$ cat src/rtl/iram_pkg.sv
package iram_pkg;
  typedef enum logic [3:0] {
    OP_RD_BYTE = 4'd0,
    OP_WR_BYTE = 4'd1,
    OP_RD_REG  = 4'd2,
    OP_WR_REG  = 4'd3,
    OP_BIT_RD  = 4'd4,
    OP_BIT_SET = 4'd5,
    OP_BIT_CLR = 4'd6,
    OP_PUSH    = 4'd7,
    OP_POP     = 4'd8,
    OP_BANK    = 4'd9
  } op_e;
endpackage

$ cat src/rtl/iram_addr_map.sv
module iram_addr_map import iram_pkg::*; #(
  parameter int ADDR_W   = 7,
  parameter int BANK_W   = 2,
  parameter int REG_W    = 3,
  parameter int BIT_BASE = 32
) (
  input  op_e               op,
  input  logic [ADDR_W-1:0] addr,
  input  logic [BANK_W-1:0] bank,
  input  logic [ADDR_W-1:0] sp,
  output logic [ADDR_W-1:0] phys,
  output logic [2:0]        bit_pos
);
  localparam int PAD_W = ADDR_W - BANK_W - REG_W;
  localparam int OFS_W = ADDR_W - 3;
  localparam logic [ADDR_W-1:0] BASE = ADDR_W'(BIT_BASE);

  logic [ADDR_W-1:0] reg_addr;
  logic [ADDR_W-1:0] bit_byte;

  assign reg_addr = {{PAD_W{1'b0}}, bank, addr[REG_W-1:0]};
  assign bit_byte = BASE + {3'b000, addr[ADDR_W-1:3]};
  assign bit_pos  = addr[2:0];

  always_comb begin
    unique case (op)
      OP_RD_REG, OP_WR_REG:            phys = reg_addr;
      OP_BIT_RD, OP_BIT_SET, OP_BIT_CLR: phys = bit_byte;
      OP_PUSH:                         phys = sp + ADDR_W'(1);
      OP_POP:                          phys = sp;
      default:                         phys = addr;
    endcase
  end

  logic [OFS_W-1:0] unused_ofs;
  assign unused_ofs = '0;
endmodule

$ cat src/rtl/iram_store.sv
module iram_store #(
  parameter int ADDR_W = 7,
  parameter int DATA_W = 8
) (
  input  logic              clk,
  input  logic [ADDR_W-1:0] addr,
  input  logic              we,
  input  logic [DATA_W-1:0] wdata,
  output logic [DATA_W-1:0] rdata
);
  localparam int DEPTH = 1 << ADDR_W;

  logic [DATA_W-1:0] mem [DEPTH];

  assign rdata = mem[addr];

  always_ff @(posedge clk) begin
    if (we) mem[addr] <= wdata;
  end
endmodule

$ cat src/rtl/iram_stack_ptr.sv
module iram_stack_ptr #(
  parameter int ADDR_W   = 7,
  parameter int SP_RESET = 7
) (
  input  logic              clk,
  input  logic              rst_n,
  input  logic              push,
  input  logic              pop,
  output logic [ADDR_W-1:0] sp,
  output logic              ovf
);
  localparam logic [ADDR_W-1:0] SP_TOP = '1;

  always_ff @(posedge clk) begin
    if (!rst_n) begin
      sp  <= ADDR_W'(SP_RESET);
      ovf <= 1'b0;
    end else begin
      ovf <= push && (sp == SP_TOP);
      if (push)     sp <= sp + ADDR_W'(1);
      else if (pop) sp <= sp - ADDR_W'(1);
    end
  end
endmodule

$ cat src/rtl/iram_core.sv
module iram_core import iram_pkg::*; #(
  parameter int ADDR_W   = 7,
  parameter int DATA_W   = 8,
  parameter int BANK_W   = 2,
  parameter int REG_W    = 3,
  parameter int BIT_BASE = 32,
  parameter int SP_RESET = 7
) (
  input  logic              clk,
  input  logic              rst_n,
  input  logic              req_valid,
  output logic              req_ready,
  input  logic [3:0]        req_op,
  input  logic [ADDR_W-1:0] req_addr,
  input  logic [DATA_W-1:0] req_wdata,
  input  logic [BANK_W-1:0] bank_sel,
  output logic              rsp_valid,
  input  logic              rsp_ready,
  output logic [DATA_W-1:0] rsp_data,
  output logic [DATA_W-1:0] sp_out,
  output logic              sp_ovf
);
  localparam int SP_PAD = DATA_W - ADDR_W;

  op_e               op;
  logic              take;
  logic [BANK_W-1:0] bank_q;
  logic [ADDR_W-1:0] sp;
  logic [ADDR_W-1:0] phys;
  logic [2:0]        bit_pos;
  logic [DATA_W-1:0] rdata;
  logic [DATA_W-1:0] mask;
  logic [DATA_W-1:0] wr_byte;
  logic [DATA_W-1:0] result;
  logic              we;

  assign op        = op_e'(req_op);
  assign req_ready = !rsp_valid || rsp_ready;
  assign take      = req_valid && req_ready;
  assign mask      = DATA_W'(1) << bit_pos;
  assign sp_out    = {{SP_PAD{1'b0}}, sp};

  iram_addr_map #(
    .ADDR_W(ADDR_W), .BANK_W(BANK_W), .REG_W(REG_W), .BIT_BASE(BIT_BASE)
  ) u_map (
    .op(op), .addr(req_addr), .bank(bank_q), .sp(sp),
    .phys(phys), .bit_pos(bit_pos)
  );

  iram_stack_ptr #(.ADDR_W(ADDR_W), .SP_RESET(SP_RESET)) u_sp (
    .clk(clk), .rst_n(rst_n),
    .push(take && op == OP_PUSH), .pop(take && op == OP_POP),
    .sp(sp), .ovf(sp_ovf)
  );

  iram_store #(.ADDR_W(ADDR_W), .DATA_W(DATA_W)) u_store (
    .clk(clk), .addr(phys), .we(take && we), .wdata(wr_byte), .rdata(rdata)
  );

  always_comb begin
    we      = 1'b0;
    wr_byte = req_wdata;
    result  = '0;
    unique case (op)
      OP_RD_BYTE, OP_RD_REG, OP_POP: result = rdata;
      OP_WR_BYTE, OP_WR_REG, OP_PUSH: begin
        we     = 1'b1;
        result = req_wdata;
      end
      OP_BIT_RD:  result = DATA_W'(rdata[bit_pos]);
      OP_BIT_SET: begin
        we      = 1'b1;
        wr_byte = rdata | mask;
        result  = wr_byte;
      end
      OP_BIT_CLR: begin
        we      = 1'b1;
        wr_byte = rdata & ~mask;
        result  = wr_byte;
      end
      OP_BANK:    result = DATA_W'(bank_sel);
      default:    result = '0;
    endcase
  end

  always_ff @(posedge clk) begin
    if (!rst_n) begin
      bank_q    <= '0;
      rsp_valid <= 1'b0;
      rsp_data  <= '0;
    end else begin
      if (take && op == OP_BANK) bank_q <= bank_sel;
      if (take) begin
        rsp_valid <= 1'b1;
        rsp_data  <= result;
      end else if (rsp_ready) begin
        rsp_valid <= 1'b0;
      end
    end
  end
endmodule

$ cat config.mk
export PLATFORM = sky130hd
export DESIGN_NAME = iram_core
export DESIGN_NICKNAME = d
export VERILOG_FILES = /design/src/rtl/iram_pkg.sv /design/src/rtl/iram_addr_map.sv /design/src/rtl/iram_store.sv /design/src/rtl/iram_stack_ptr.sv /design/src/rtl/iram_core.sv
export SDC_FILE = /design/constraint.sdc
export NUM_CORES = 1
export LEC_CHECK = 0
export ABC_AREA = 0
export BUFFER_PORTS_ARGS = -buffer_cell sky130_fd_sc_hd__buf_2
export CAP_MARGIN = 10
export CORE_ASPECT_RATIO = 0.9
export CORE_UTILIZATION = 60
export CTS_CLUSTER_SIZE = 28
export DETAILED_ROUTE_END_ITERATION = 10
export PLACE_DENSITY_LB_ADDON = 0.12
export SYNTH_ARGS = -nofsm -noshare
export SYNTH_HDL_FRONTEND = slang
export SYNTH_SLANG_ARGS = --single-unit
$ cat constraint.sdc
create_clock -name clk -period 21 [get_ports clk]
set_clock_uncertainty 0.1 [all_clocks]
set_input_delay 2.1 -clock clk [delete_from_list [all_inputs] [get_ports clk]]
set_output_delay 2.1 -clock clk [all_outputs]
set_load 0.1 [all_outputs]
After elaboration in Yosys (flattened, before gate mapping)
Memory sizes are Yosys's and may differ from the RTL's.
Cells that the tools add are included.
- register bits: 19
- memories kept: 1
- memory bits (writable): 1024
- bits of input ports: 25
- word-level logic and storage cells: 52
- output and inout port bits: 19
- memories (name ; depth ; bits a word ; read ports ; clocked after memory_dff ; wr ports ; line ; text):
    u_store.mem ; 128 ; 8 ; 1 ; 0 ; 1 ; iram_store.sv:13 ; logic [DATA_W-1:0] mem [DEPTH];
- reduce and logical (&&, ||, !) cells: 16
- add/subtract/negate cells: 3
- shift-type cells: 1
- magnitude comparators: 1
- eq/ne operators: 10
- bitwise operators: 3
- mux-type cells: 12
- operators with widths (cell ; number):
    one-hot mux 8 bit (6 select lines) ; 1
    one-hot mux 7 bit (4 select lines) ; 1
    equality test 4 x 3 -> 1 bit (second input constant) ; 4
    one-hot mux 8 bit (2 select lines) ; 1
    2-to-1 mux 7 bit ; 2
    OR reduction 3 bit ; 3
    AND 8 bit ; 1
    equality test 4 x 2 -> 1 bit (second input constant) ; 2
    equality test 4 bit (second input constant) ; 2
    inverter 8 bit ; 1
    bitwise OR 8 bit ; 1
    << shifter 1 x 3 -> 8 bit (first input constant) ; 1
    adder 6 x 4 -> 7 bit (first input constant) ; 1
    adder 7 x 1 -> 7 bit (second input constant) ; 1
    equality test 7 bit (second input constant) ; 1
    subtractor 7 x 1 -> 7 bit (second input constant) ; 1
    logical AND 1 bit ; 6
    2-to-1 mux 1 bit ; 6
    OR reduction 5 bit ; 1
    equality test 4 x 1 -> 1 bit (second input constant) ; 1
    zero test 4 bit ; 1
    < comparator 3 x 4 -> 1 bit (second input constant) ; 1
    nonzero test 2 bit ; 2
    binary-select mux 1 bit (select 3 bit) ; 1
    other kinds (3) ; 3

Logic depth before layout (Yosys ltp)
An unclocked memory read counts as a cell.
- depth after elaboration: 7
- gate-level depth with buffers: 19

Hierarchy
Synthesis repeated with hierarchy kept, for this count alone.
- cell total of the unflattened synthesis: 2741
- area, all modules: 42354.4 sq um
- by module, submodules not included (module ; cells an instance ; area each (sq um) ; times used ; sequential area each (sq um)):
    iram_store ; 2467 ; 40273.6 ; 1 ; 30749.5
    iram_core ; 145 ; 1122.3 ; 1 ; 220.2
    iram_stack_ptr ; 66 ; 548.0 ; 1 ; 160.2
    iram_addr_map ; 63 ; 410.4 ; 1 ; 0.0

Worst setup path before layout
Ideal clock, no wire load.
- path type: input -> register
- from: in req_op[2]
- to: mem u_store.mem[0][0] (data pin)
- library setup time: 1197 ps
- path buffers: 5
- stages: 16
- path slack: 10055 ps
- arrival time: 9648 ps
- data required time: 19703 ps
- path through: buf_4 > nor4b_1 > o21ai_1 > nand3_4 > buf_4 > buf_2 > buf_2 > buf_2 > o221ai_1 > a22oi_1 > o22ai_1 > nor4_1 > nand3_1 > a21oi_1 > a21oi_1 > o21ai_0
- longest elaborated chain between the ends: 6
- elaborated cells on any way between the ends: 14
- classes of those cells: 7 x eq/ne; 2 x mux; 2 x bitwise; 2 x reduce/logical; 1 x memory
- RTL lines (what ; line ; text):
    start, declared ; iram_core.sv:13 ; input logic [3:0] req_op,
    equality test 4 x 3 -> 1 bit, or another cell as far along ; iram_addr_map.sv:26 ; unique case (op)
    OR reduction 3 bit or OR reduction 2 bit (tied branches) ; iram_addr_map.sv:26 ;
    one-hot mux 7 bit (4 select lines) ; iram_addr_map.sv:26 ;
    memory read (128 x 8 bit) ; -- ;
    AND 8 bit or bitwise OR 8 bit (tied branches) ; iram_core.sv:78, iram_core.sv:73 ;
    one-hot mux 8 bit (2 select lines) (*) ; iram_core.sv:64 ; unique case (op)
    net u_store.wdata[0] ; iram_store.sv:8 ; input logic [DATA_W-1:0] wdata,
    end, declared ; iram_store.sv:13 ;
The timed path passes the listed nets; every way through them passes the cells marked *.

Worst setup path after layout
- from: in req_op[1]
- to: mem u_store.mem[59][7] (data pin)
Same word-level chain as after synthesis.

==> impl_metrics.ini <==
[timing]
rsz0062_at_grt = false
final-hold-violation-count = 0
max_freq_ghz = 0.108
worst_slew_pin_slew_ns = 1.49
period_share_pct = 43.9
fin_tns_setup_ns = 0
hold_ws_ns = 0.366
slew_viol_final = 0
finalSetupViolCount = 0
finalCriticalPeriod_ns = 9.23
slew_headroom_pct = 0.421

[clocking]
path_clk_slew_ns = 0.06
h-tree-depth = 3
cts_tree = built
cts.sinks = 1043
hold_buffers = 0
clk_latency_ns = 0.68
cts_buffers = 101
cts_buffer_depth = 3
post_cts_buffers = 0
cts_resized = 0
cts_root_buf = clkbuf_16

[logic_synthesis]
synth_xor_area_share_pct = 0.143
synthMuxAreaShare_pct = 4.12
synth_compound_area_share_pct = 10.5
ys_seq_area_share_pct = 72.8
synth_nets = 2961
syn_avg_cell_area_um2 = 14.6
synth-simple-area-share_pct = 9.24
synthAdderAreaFrac_pct = 0.0585
synth_area_mm2 = 0.0428
synth-async-reset-ratio_pct = 0
ys.flop_type = edfxtp_1
yosysWarnings = 0
ys_ff_latch = 1043
synthCells = 2934
synth_edf_count = 1024
synth_cell_types = 98
synth_top_family_by_area = compound AO/OA/AOI/OAI gates

[critical_path]
critPathRequiredTime_ns = 21.22
worst_setup_path_start_kind = input port
crit_arrival_ns = 9.45
r2r_end = u_store.mem[59][7]
endpoint_kind = flip-flop
r2r-start = u_sp.sp[0]
worst-r2r-cell-count = 17
rrSetupSlack_ns = 12.67
criticalPathCategory = input port to flip-flop
cp_max_fo = 157

[global_route]
grt_max_degree = 158
grt_pass1_wl_um = 190000
antenna_found_initial = 4
grt_use_total_pct = 36.4
overflow = 0
grt_pass1_vias = 26140

[layout]
area_growth_pct = 9.52
num_antenna_cells = 0
final_nets = 2971
drive_above_1_share_pct = 13.3

[power_and_ir_drop]
power.leakage_uw = 0.0149
ir_drop_uv = 86.2
power.density_mw_per_mm2 = 99.4

[worst_hold_path]
min_delay_path_depth = 2
hold_start = rsp_data[1]
min_to = rsp_data[1]
hp-class = flip-flop to flip-flop

[drt]
vias_per_cell = 7.11
ant_nets = 0
drc = 0
drt_first_pass_iters = 8
drt-initial-drc-count = 4907
wire_per_inst_um = 33.4
vias = 28211
wl_um = 132000

[die]
fp-row-count = 92
fp.dieArea_mm2 = 0.0724
start_util_pct = 60.8
die_h_um = 255
core_mm2 = 0.0703
io_pins = 44
die_x_um = 283

[placement]
routabilityCongestion = 1.02
numPortBuffers = 42
hpwlAfterDp_um = 80100

[flow_run]
drv_cap = 1

[status]
violations = max-capacitance violations
status = finished with violations
-- per-layer routing --
metal	routed length, um	track usage (%)	up-vias
li1	-	-	11597
met1	50300	53.4	14073
met2	58000	52.6	2152
met3	17800	8.91	381
met4	6220	15.2	8
met5	72	0	-
-- cell families after synthesis --
kind of cell	after synthesis
flops	1043
buf+inv	234
mux	137
compound gates	631
fa+ha+maj	2
xor+xnor	7
other cells	1
simple gates	879
-- cells in the final DEF, fill, tap and decap left out, types with 71 or more instances in the layout --
cell,n
edfxtp_1,1024
nor2_1,192
buf_4,71
a21oi_1,95
mux2_2,71
clkbuf_16,101
nand3_1,166
o22ai_1,92
o21ai_0,71
o221ai_1,114
nand2_1,362
-- critical path, stage by stage --
cell and delay (ns):
buf_2 0.51, nor4b_4 0.14, nor3_1 0.46, a21o_4 0.68, buf_12 0.69, buf_4 0.55, mux2i_1 0.17, a2111oi_2 0.38
a31o_1 0.21, o22ai_1 0.16, o41ai_1 0.71, o21ai_2 0.22, nand2_1 0.16, o22ai_1 0.12, a21oi_4 0.88, buf_4 0.89
-- cells in the mapped netlist, types with 22 or more instances --
master	count	area share, %
a211oi_1	33	0.58
a21oi_1	99	1.2
a22oi_1	30	0.53
a311oi_1	22	0.45
a31oi_1	38	0.56
buf_2	95	1.1
buf_4	36	0.63
buf_6	29	0.76
clkbuf_1	47	0.41
edfxtp_1	1024	72
mux2_2	71	1.9
mux2i_1	41	0.96
mux4_2	24	1.3
nand2_1	364	3.2
nand3_1	169	2.0
nor2_1	192	1.7
nor3_1	37	0.43
o21ai_0	73	0.85
o221ai_1	114	2.3
o22ai_1	92	1.3
-- worst max-delay path by stage --
stage          startpoint                  end  slack [ns]  cells past startpoint
6_report        req_op[1]   u_store.mem[59][7]       11.77                     16
3_5_place_dp    req_op[1]  u_store.mem[101][7]       11.28                     16
4_1_cts         req_op[1]  u_store.mem[114][7]       12.00                     16
5_1_grt         req_op[1]   u_store.mem[85][7]       11.65                     16
3_3_place_gp    req_op[0]   u_store.mem[78][4]       11.48                     17
2_1_floorplan   req_op[2]    u_store.mem[0][0]       10.06                     16
-- sequential cells by signal (all words and copies together) (netlist names) --
register     cells
u_sp.sp          7
rsp_valid        1
u_store.mem   1024
rsp_data         8
bank_q           2
u_sp.ovf         1
-- final cells by class --
class	count	area, um2
clock buffer	119	2590
clock inverter	70	603
fill	4931	23500
inverter	23	86.3
multi-input combinational	1657	10400
sequential	1043	31100
tap	940	1180
timing repair buffer	118	828
-- through the flow --
step / area, um2 / worst slack, ns / util [%] / power (uW) / cells
6_report: 46900 / 11.77 / 66.6 / 4660 / 3970
5_1_grt: 46900 / 11.65 / 66.6 / 4750 / 3970
4_1_cts: 46800 / 12.00 / 66.6 / 4640 / 3969
3_5_place_dp: 43600 / 11.28 / 62.0 / 2900 / 3780
3_3_place_gp: 43600 / 11.48 / 62.0 / 2890 / 3777
2_1_floorplan: 42800 / 10.06 / - / 2710 / 2934
-- power by group --
group	total, uW	switching [uW]	internal [uW]
sequential	2330	1.72	2330
combinational	552	418	133
clock	1780	790	986
(Power assumes the default switching activity.)
